$ cat src/rtl/color_seq_pkg.sv
package color_seq_pkg;
  localparam int unsigned NUM_CH = 3;
  localparam int unsigned CODE_W = $clog2(NUM_CH + 1);

  typedef logic [CODE_W-1:0] code_t;
  typedef logic [NUM_CH-1:0] sel_t;

  typedef struct packed {
    logic  single;
    logic  reverse;
    code_t chan;
  } cfg_t;

  localparam code_t CODE_FIRST = code_t'(0);
  localparam code_t CODE_LAST  = code_t'(NUM_CH - 1);
endpackage

$ cat src/rtl/color_cfg_shadow.sv
module color_cfg_shadow
  import color_seq_pkg::*;
(
  input  logic clk_i,
  input  logic rst_ni,
  input  logic load_i,
  input  cfg_t cfg_i,
  output cfg_t cfg_o,
  output logic err_o
);
  cfg_t cfg_q;
  logic err_q;
  logic bad_code;

  assign bad_code = cfg_i.single && (cfg_i.chan > CODE_LAST);

  always_ff @(posedge clk_i or negedge rst_ni) begin
    if (!rst_ni) begin
      cfg_q <= '0;
      err_q <= 1'b0;
    end else if (load_i) begin
      cfg_q <= cfg_i;
      err_q <= err_q | bad_code;
    end
  end

  assign cfg_o = cfg_q;
  assign err_o = err_q;
endmodule

$ cat src/rtl/color_phase_ctr.sv
module color_phase_ctr
  import color_seq_pkg::*;
(
  input  logic  clk_i,
  input  logic  rst_ni,
  input  logic  restart_i,
  input  logic  step_i,
  output code_t pos_o
);
  code_t pos_q;

  always_ff @(posedge clk_i or negedge rst_ni) begin
    if (!rst_ni) begin
      pos_q <= CODE_FIRST;
    end else if (restart_i) begin
      pos_q <= CODE_FIRST;
    end else if (step_i) begin
      pos_q <= (pos_q == CODE_LAST) ? CODE_FIRST : pos_q + code_t'(1);
    end
  end

  assign pos_o = pos_q;
endmodule

$ cat src/rtl/color_chan_map.sv
module color_chan_map
  import color_seq_pkg::*;
(
  input  cfg_t  cfg_i,
  input  code_t pos_i,
  output code_t code_o,
  output sel_t  sel_o
);
  code_t cyc_code;
  code_t fix_code;

  always_comb begin
    cyc_code = cfg_i.reverse ? (CODE_LAST - pos_i) : pos_i;
    // reserved codes fall back to red
    fix_code = (cfg_i.chan > CODE_LAST) ? CODE_FIRST : cfg_i.chan;
    code_o   = cfg_i.single ? fix_code : cyc_code;
  end

  for (genvar i = 0; i < NUM_CH; i++) begin : g_sel
    assign sel_o[i] = (code_o == code_t'(i));
  end
endmodule

$ cat src/rtl/color_mux_seq.sv
module color_mux_seq
  import color_seq_pkg::*;
(
  input  logic              clk_i,
  input  logic              rst_ni,
  input  logic              line_start_i,
  input  logic              phase_i,
  input  logic              cfg_single_i,
  input  logic              cfg_reverse_i,
  input  logic [CODE_W-1:0] cfg_chan_i,
  output logic [NUM_CH-1:0] sel_o,
  output logic              sample_o,
  output logic [CODE_W-1:0] tag_o,
  output logic              err_o
);
  cfg_t  cfg_in;
  cfg_t  cfg_act;
  code_t pos;
  code_t code;
  logic  take;
  logic  sample_q;
  code_t tag_q;
  logic  single_act;
  logic  reverse_act;

  assign cfg_in = '{single: cfg_single_i, reverse: cfg_reverse_i, chan: cfg_chan_i};
  // line start has priority over a coincident strobe
  assign take   = phase_i && !line_start_i;

  color_cfg_shadow u_cfg (
    .clk_i  (clk_i),
    .rst_ni (rst_ni),
    .load_i (line_start_i),
    .cfg_i  (cfg_in),
    .cfg_o  (cfg_act),
    .err_o  (err_o)
  );

  color_phase_ctr u_ctr (
    .clk_i     (clk_i),
    .rst_ni    (rst_ni),
    .restart_i (line_start_i),
    .step_i    (take && !cfg_act.single),
    .pos_o     (pos)
  );

  color_chan_map u_map (
    .cfg_i  (cfg_act),
    .pos_i  (pos),
    .code_o (code),
    .sel_o  (sel_o)
  );

  always_ff @(posedge clk_i or negedge rst_ni) begin
    if (!rst_ni) begin
      sample_q <= 1'b0;
      tag_q    <= CODE_FIRST;
    end else begin
      sample_q <= take;
      if (take) tag_q <= code;
    end
  end

  assign sample_o    = sample_q;
  assign tag_o       = tag_q;
  assign single_act  = cfg_act.single;
  assign reverse_act = cfg_act.reverse;
endmodule

$ cat config.mk
export PLATFORM = sky130hd
export DESIGN_NAME = color_mux_seq
export DESIGN_NICKNAME = d
export VERILOG_FILES = /design/src/rtl/color_seq_pkg.sv /design/src/rtl/color_cfg_shadow.sv /design/src/rtl/color_phase_ctr.sv /design/src/rtl/color_chan_map.sv /design/src/rtl/color_mux_seq.sv
export SDC_FILE = /design/constraint.sdc
export NUM_CORES = 1
export LEC_CHECK = 0
export BUFFER_PORTS_ARGS = -buffer_cell sky130_fd_sc_hd__buf_2
export CORE_AREA = 2 2 39 41
export CTS_BUF_LIST = sky130_fd_sc_hd__clkbuf_8
export DETAILED_ROUTE_END_ITERATION = 10
export DIE_AREA = 0 0 41 43
export PLACE_DENSITY = 0.57
export SLEW_MARGIN = 10
export SYNTH_ARGS = -nofsm -noshare
export SYNTH_HDL_FRONTEND = slang
export SYNTH_HIERARCHICAL = 1
export SYNTH_SLANG_ARGS = --single-unit
$ cat constraint.sdc
create_clock -name clk_i -period 1.5 [get_ports clk_i]
set_input_delay 0.375 -clock clk_i [delete_from_list [all_inputs] [get_ports clk_i]]
set_output_delay 0.375 -clock clk_i [all_outputs]
set_load 0.01 [all_outputs]
== After elaboration in Yosys (flattened, before gate mapping) ==
Cells that the tools add are included.

* Reduce and logical (&&, ||, !) cells: 7
* Bitwise logic cells: 1
* Equal/unequal tests: 3
* $lt $le $gt $ge: 2
* $add $sub $neg: 2
* Muxes and demuxes: 6

{| class="wikitable"
|+ Operators by type and width
! kind !! number
|-
| $mux W2 || 6
|-
| $eq A2 B2 Y1 const B || 2
|-
| $gt A2 B2 Y1 const B || 2
|-
| $logic_and A1 B1 Y1 || 3
|-
| $add A2 B1 Y2 const B || 1
|-
| $eq A2 B1 Y1 const B || 1
|-
| $logic_not A1 Y1 || 2
|-
| $logic_not A2 Y1 || 1
|-
| $reduce_bool A2 Y1 || 1
|-
| $sub A2 B2 Y2 const A || 1
|-
| $or A1 B1 Y1 || 1
|}

* Logic and storage cells: 28
* Register bits: 10
* Input bits: 8

== Longest topological paths before layout ==
* Word-level depth: 5
* Mapped depth: 4
* Depth with buffers taken out: 4

== By module ==
Netlist, hierarchy kept.

{| class="wikitable"
|+ By module, submodules not included
! module !! instances !! cells each !! area an instance (um^2) !! sequential area each (um^2)
|-
| color_cfg_shadow || 1 || 10 || 181.4 || 125.1
|-
| color_mux_seq || 1 || 7 || 125.1 || 75.1
|-
| color_chan_map || 1 || 14 || 103.8 || 0.0
|-
| color_phase_ctr || 1 || 8 || 88.8 || 50.0
|}

== Worst setup path before layout ==
OpenSTA, ideal clock, no wires.

* Path kind: input to register
* From: in phase_i
* To: reg u_ctr.pos_q[0], in the netlist u_ctr/pos_o[0]
* Data required time: 1423 ps
* Buffers on the path: 0
* Setup time: 77 ps
* Cell stages on the path: 4
* Path slack: 222 ps
* Arrival time: 1201 ps
* Cells stage by stage: nor2b_4 -> nor2b_1 -> or3b_1 -> a21oi_1

* Longest elaborated chain between the ends: 3

{| class="wikitable"
|+ Ends and longest elaborated chain
! what !! RTL line !! text
|-
| start: declaration || color_mux_seq.sv:7 || <nowiki>input logic phase_i,</nowiki>
|-
| $logic_and A1 B1 Y1 || color_mux_seq.sv:28 || <nowiki>assign take = phase_i && !line_start_i;</nowiki>
|-
| $logic_and A1 B1 Y1 || color_mux_seq.sv:43 || <nowiki>.step_i (take && !cfg_act.single),</nowiki>
|-
| $reduce_bool A2 Y1 (no source line) || n/a ||
|-
| end signal: assignment || color_phase_ctr.sv:18 || <nowiki>pos_q <= (pos_q == CODE_LAST) ? CODE_FIRST : pos_q + code_t'(1);</nowiki>
|-
| end: declaration || color_phase_ctr.sv:10 || <nowiki>code_t pos_q;</nowiki>
|}

Every way passes these cells.
A chain may end at the register's enable or synchronous reset.

== Worst setup path after layout ==
* From: reg u_ctr.pos_q[1], in the netlist u_ctr/pos_o[1]
* To: out sel_o[2]

* Longest elaborated chain between the ends: 4

{| class="wikitable"
|+ Ends and longest elaborated chain
! what !! RTL line !! text
|-
| $sub A2 B2 Y2 || color_chan_map.sv:13 || <nowiki>cyc_code = cfg_i.reverse ? (CODE_LAST - pos_i) : pos_i;</nowiki>
|-
| $mux W2 * || color_chan_map.sv:13 ||
|-
| $mux W2 * || color_chan_map.sv:16 || <nowiki>code_o = cfg_i.single ? fix_code : cyc_code;</nowiki>
|-
| $eq A2 B2 Y1 * || color_chan_map.sv:20 || <nowiki>assign sel_o[i] = (code_o == code_t'(i));</nowiki>
|-
| end: declaration || color_mux_seq.sv:11 || <nowiki>output logic [NUM_CH-1:0] sel_o,</nowiki>
|}

Every way passes the cells marked *; elsewhere a longest branch is shown, timed or not.

==> metrics.csv <==
stage,metric,value,unit
routing,Pre-antenna DRT Iters,2,
logic_synthesis,"flops & latches, synth",10,
timing,period utilization,101,%
hold_path,type of the worst min-delay path,in2reg,
logic_synthesis,Syn Std Cell Area,499,sq um
status,run status,finished with violations,
global_routing,pin count of the biggest net entering global routing,11,
logic_synthesis,Yosys top cell area share,50.1,%
worst_setup_path,WS Path Type,reg2out,
worst_setup_path,crit-path max FO,2,
clocking,Clock Path Buffers,2,
floorplanning,Ports,15,
timing,Tightest Pin Transition,226,ps
logic_synthesis,Synth top cells by count,"dfrtp_1, mux2_2, nand2b_1, nand3b_1",
floorplanning,Die ar.,1760,sq um
worst_setup_path,crit path capture,sel_o[2],
clocking,CTS tree,yes,
timing,"Slew Viols, Final",0,
timing,Worst slew margin,84.9,%
clocking,"Clk Latency, worst-skew pair",240,ps
worst_setup_path,Critical Path AT,1140,ps
finish,Multi-input gate area,272,sq um
flow_run,number of max-cap violations,0,
global_routing,global-route usage over all layers,16.5,%
clocking,H-tree Lvls,1,
clocking,CTS Root Cell,clkbuf_8,
finish,fillcell total,122,
routing,total vias in the final route,402,
global_routing,Overflow after GRT,0,
floorplanning,die height,43,microns
global_routing,initial antenna violation count,0,
logic_synthesis,cell with the most instances after synthesis,dfrtp_1,
logic_synthesis,synth unique cells,19,
routing,Via density,4.90,
logic_synthesis,Yosys top cell by area,dfrtp_1,
logic_synthesis,synthesized instance count,39,
clocking,CTS buffer count,3,
floorplanning,Die Span X,41,microns
worst_setup_path,Worst setup SP type,flip-flop,
finish,Seq. cell area,253,sq um
clocking,"Reg clk slew, reported paths",50,ps
finish,ratio of cells with drive above 1 in the final layout,62.1,%
logic_synthesis,largest cells by area after synthesis,"dfrtp_1, mux2_2, mux2_4, nand3b_1, nand2b_1",
worst_setup_path,Worst EP required,1120,ps
timing,final hold violation count,0,
routing,DRT antenna net count,0,
place,IO Port Bufs,14,
power,leakage power,0.350,nW
worst_setup_path,Crit. Startpoint,u_ctr/pos_o[1],
routing,Iter 0 DRT Violations,1,
routing,Wirelength per Cell,13.0,microns
worst_setup_path,CP endpoint kind,primary output,
worst_setup_path,r2r worst-path depth,5,
finish,design area,743,sq um
power,peak supply drop,558,uV
clocking,clk sink count,10,
routing,final WL,1070,microns
finish,Total Nets Final,75,
power,total power,836,uW
timing,Period minus WS final,1510,ps
timing,Clock Skews,3.89,ps
floorplanning,site row count,14,
floorplanning,core area,1380,sq um
place,Placed Area,604,sq um
place,routability cong.,0.749,
logic_synthesis,Syn Area/Cell,12.8,sq um
logic_synthesis,"EDFF count, synth",0,
worst_setup_path,Reg-to-Reg Start,u_cfg/cfg_o[3],
floorplanning,Initial Utilization,36.1,%
global_routing,vias in the first global route,419,
place,post-DP HPWL,726,microns
logic_synthesis,post-synthesis net count,47,
global_routing,first-pass GRT wire length,1810,microns
logic_synthesis,register area share after synthesis,50.1,%
timing,RSZ-0062 raised after global routing,yes,
finish,post-layout util,53.7,%
routing,DRC viols,0,
worst_setup_path,worst reg2reg setup slack,80,ps
logic_synthesis,"Top FF cell, synth",dfrtp_1,
logic_synthesis,Yosys warnings,6,
worst_setup_path,worst r2r dst,u_ctr/pos_o[0],
finish,synthesis-to-finish area growth,48.9,%
status,failing checks,negative setup slack,
timing,maximum clock frequency,662,MHz
timing,final setup vio count,3,
timing,PnR worst setup slack,-10.8,ps
power,P per Cell Area,1130,nW/um^2
finish,ANT cells,0,
logic_synthesis,Async SR Flop Fraction,100,%
==> where the power goes <==
group	switching (mW)	total [mW]	leakage [nW]	internal [mW]
registers	0.0257	0.323	0.119	0.298
clock network	0.108	0.339	0.0288	0.231
logic	0.0693	0.174	0.202	0.105
total	0.203	0.836	0.350	0.633
==> area by class of cell <==
class                   instances  area share [%]
repair buffers                 23            19.4
flip-flops and latches         10            34.0
multi-input cells              29            36.5
clock buffers                   4            7.41
well taps                      16            2.69
==> kinds of logic after synthesis <==
group and synth area share (%):
AO/OA/AOI/OAI 11.0, multiplexers 15.0, AND/OR/NAND/NOR 20.3, flip-flops 50.1
XOR/XNOR 3.51
==> critical path: stages (launching register included) <==
cell     delay (ps)
dfrtp_1         390
xnor2_1         150
o31ai_1         190
buf_2           160
==> metal layers <==
layer	global-route usage (%)	wire [microns]	part of all wire (%)	up-vias
li1	-	-	-	201
met1	17.9	457	43	187
met2	23.4	526	49	10
met3	6.81	44	4.1	4
met4	14.0	40	3.7	0
met5	0	0	0	-
==> worst min path at each step <==
stage | startpoint | slack (ps) | cells past startpoint | end
3_5_place_dp | rst_ni | 250 | 1 | u_cfg/cfg_o[2]
6_report | cfg_reverse_i | 370 | 2 | u_cfg/cfg_o[2]
5_1_grt | cfg_reverse_i | 360 | 2 | u_cfg/cfg_o[2]
2_1_floorplan | rst_ni | 80 | 0 | sample_o
3_3_place_gp | rst_ni | 250 | 1 | u_cfg/cfg_o[2]
4_1_cts | cfg_reverse_i | 360 | 2 | u_cfg/cfg_o[2]
==> flip-flops by register name, summed over array words and instances (netlist names) <==
signal       count
tag_o            2
u_ctr/pos_o      2
sample_o         1
u_cfg/err_o      1
u_cfg/cfg_o      4
==> cells in the final DEF, fill, tap and decap left out <==
master,netlist,final
nand2b_1,3,2
mux2_2,4,4
mux2_4,2,2
nor2_1,1,1
a21oi_2,0,1
buf_6,0,1
buf_2,0,14
clkbuf_8,0,4
dlygate4sd3_1,0,1
or4b_1,1,1
or2b_1,1,1
nand3b_1,3,3
o21ai_2,0,1
dfrtp_1,10,8
o211ai_2,1,1
dfrtp_2,0,2
nor2b_4,1,2
buf_4,0,7
a22o_1,1,1
a41o_2,1,1
nand2_1,1,1
xnor2_1,2,2
a21oi_1,2,1
or3b_1,1,1
o31ai_1,1,1
nor2b_1,2,1
nand2b_4,0,1
==> metrics by stage <==
stage,setup TNS (ps),hold WS (ps),worst slack (ps),std cells
finish,-19.8,371,-10.8,82
global route,-255,362,-97.8,82
CTS,-47.0,362,-26.0,81
detailed placement,0,254,90.0,71
global placement,0,245,122,71
floorplan,0,79.4,222,39
==> repair_timing <==
action | 4_1_cts | 5_1_grt
pin swaps | 0 | 1
resized for setup | 3 | 6
endpoints found under the setup margin | 3 | 4
buffers inserted | 5 | 1
hold buffers | 1 | 0
endpoints found under the hold margin | 10 | 0
No activity file was read; power rests on OpenSTA's default activity.
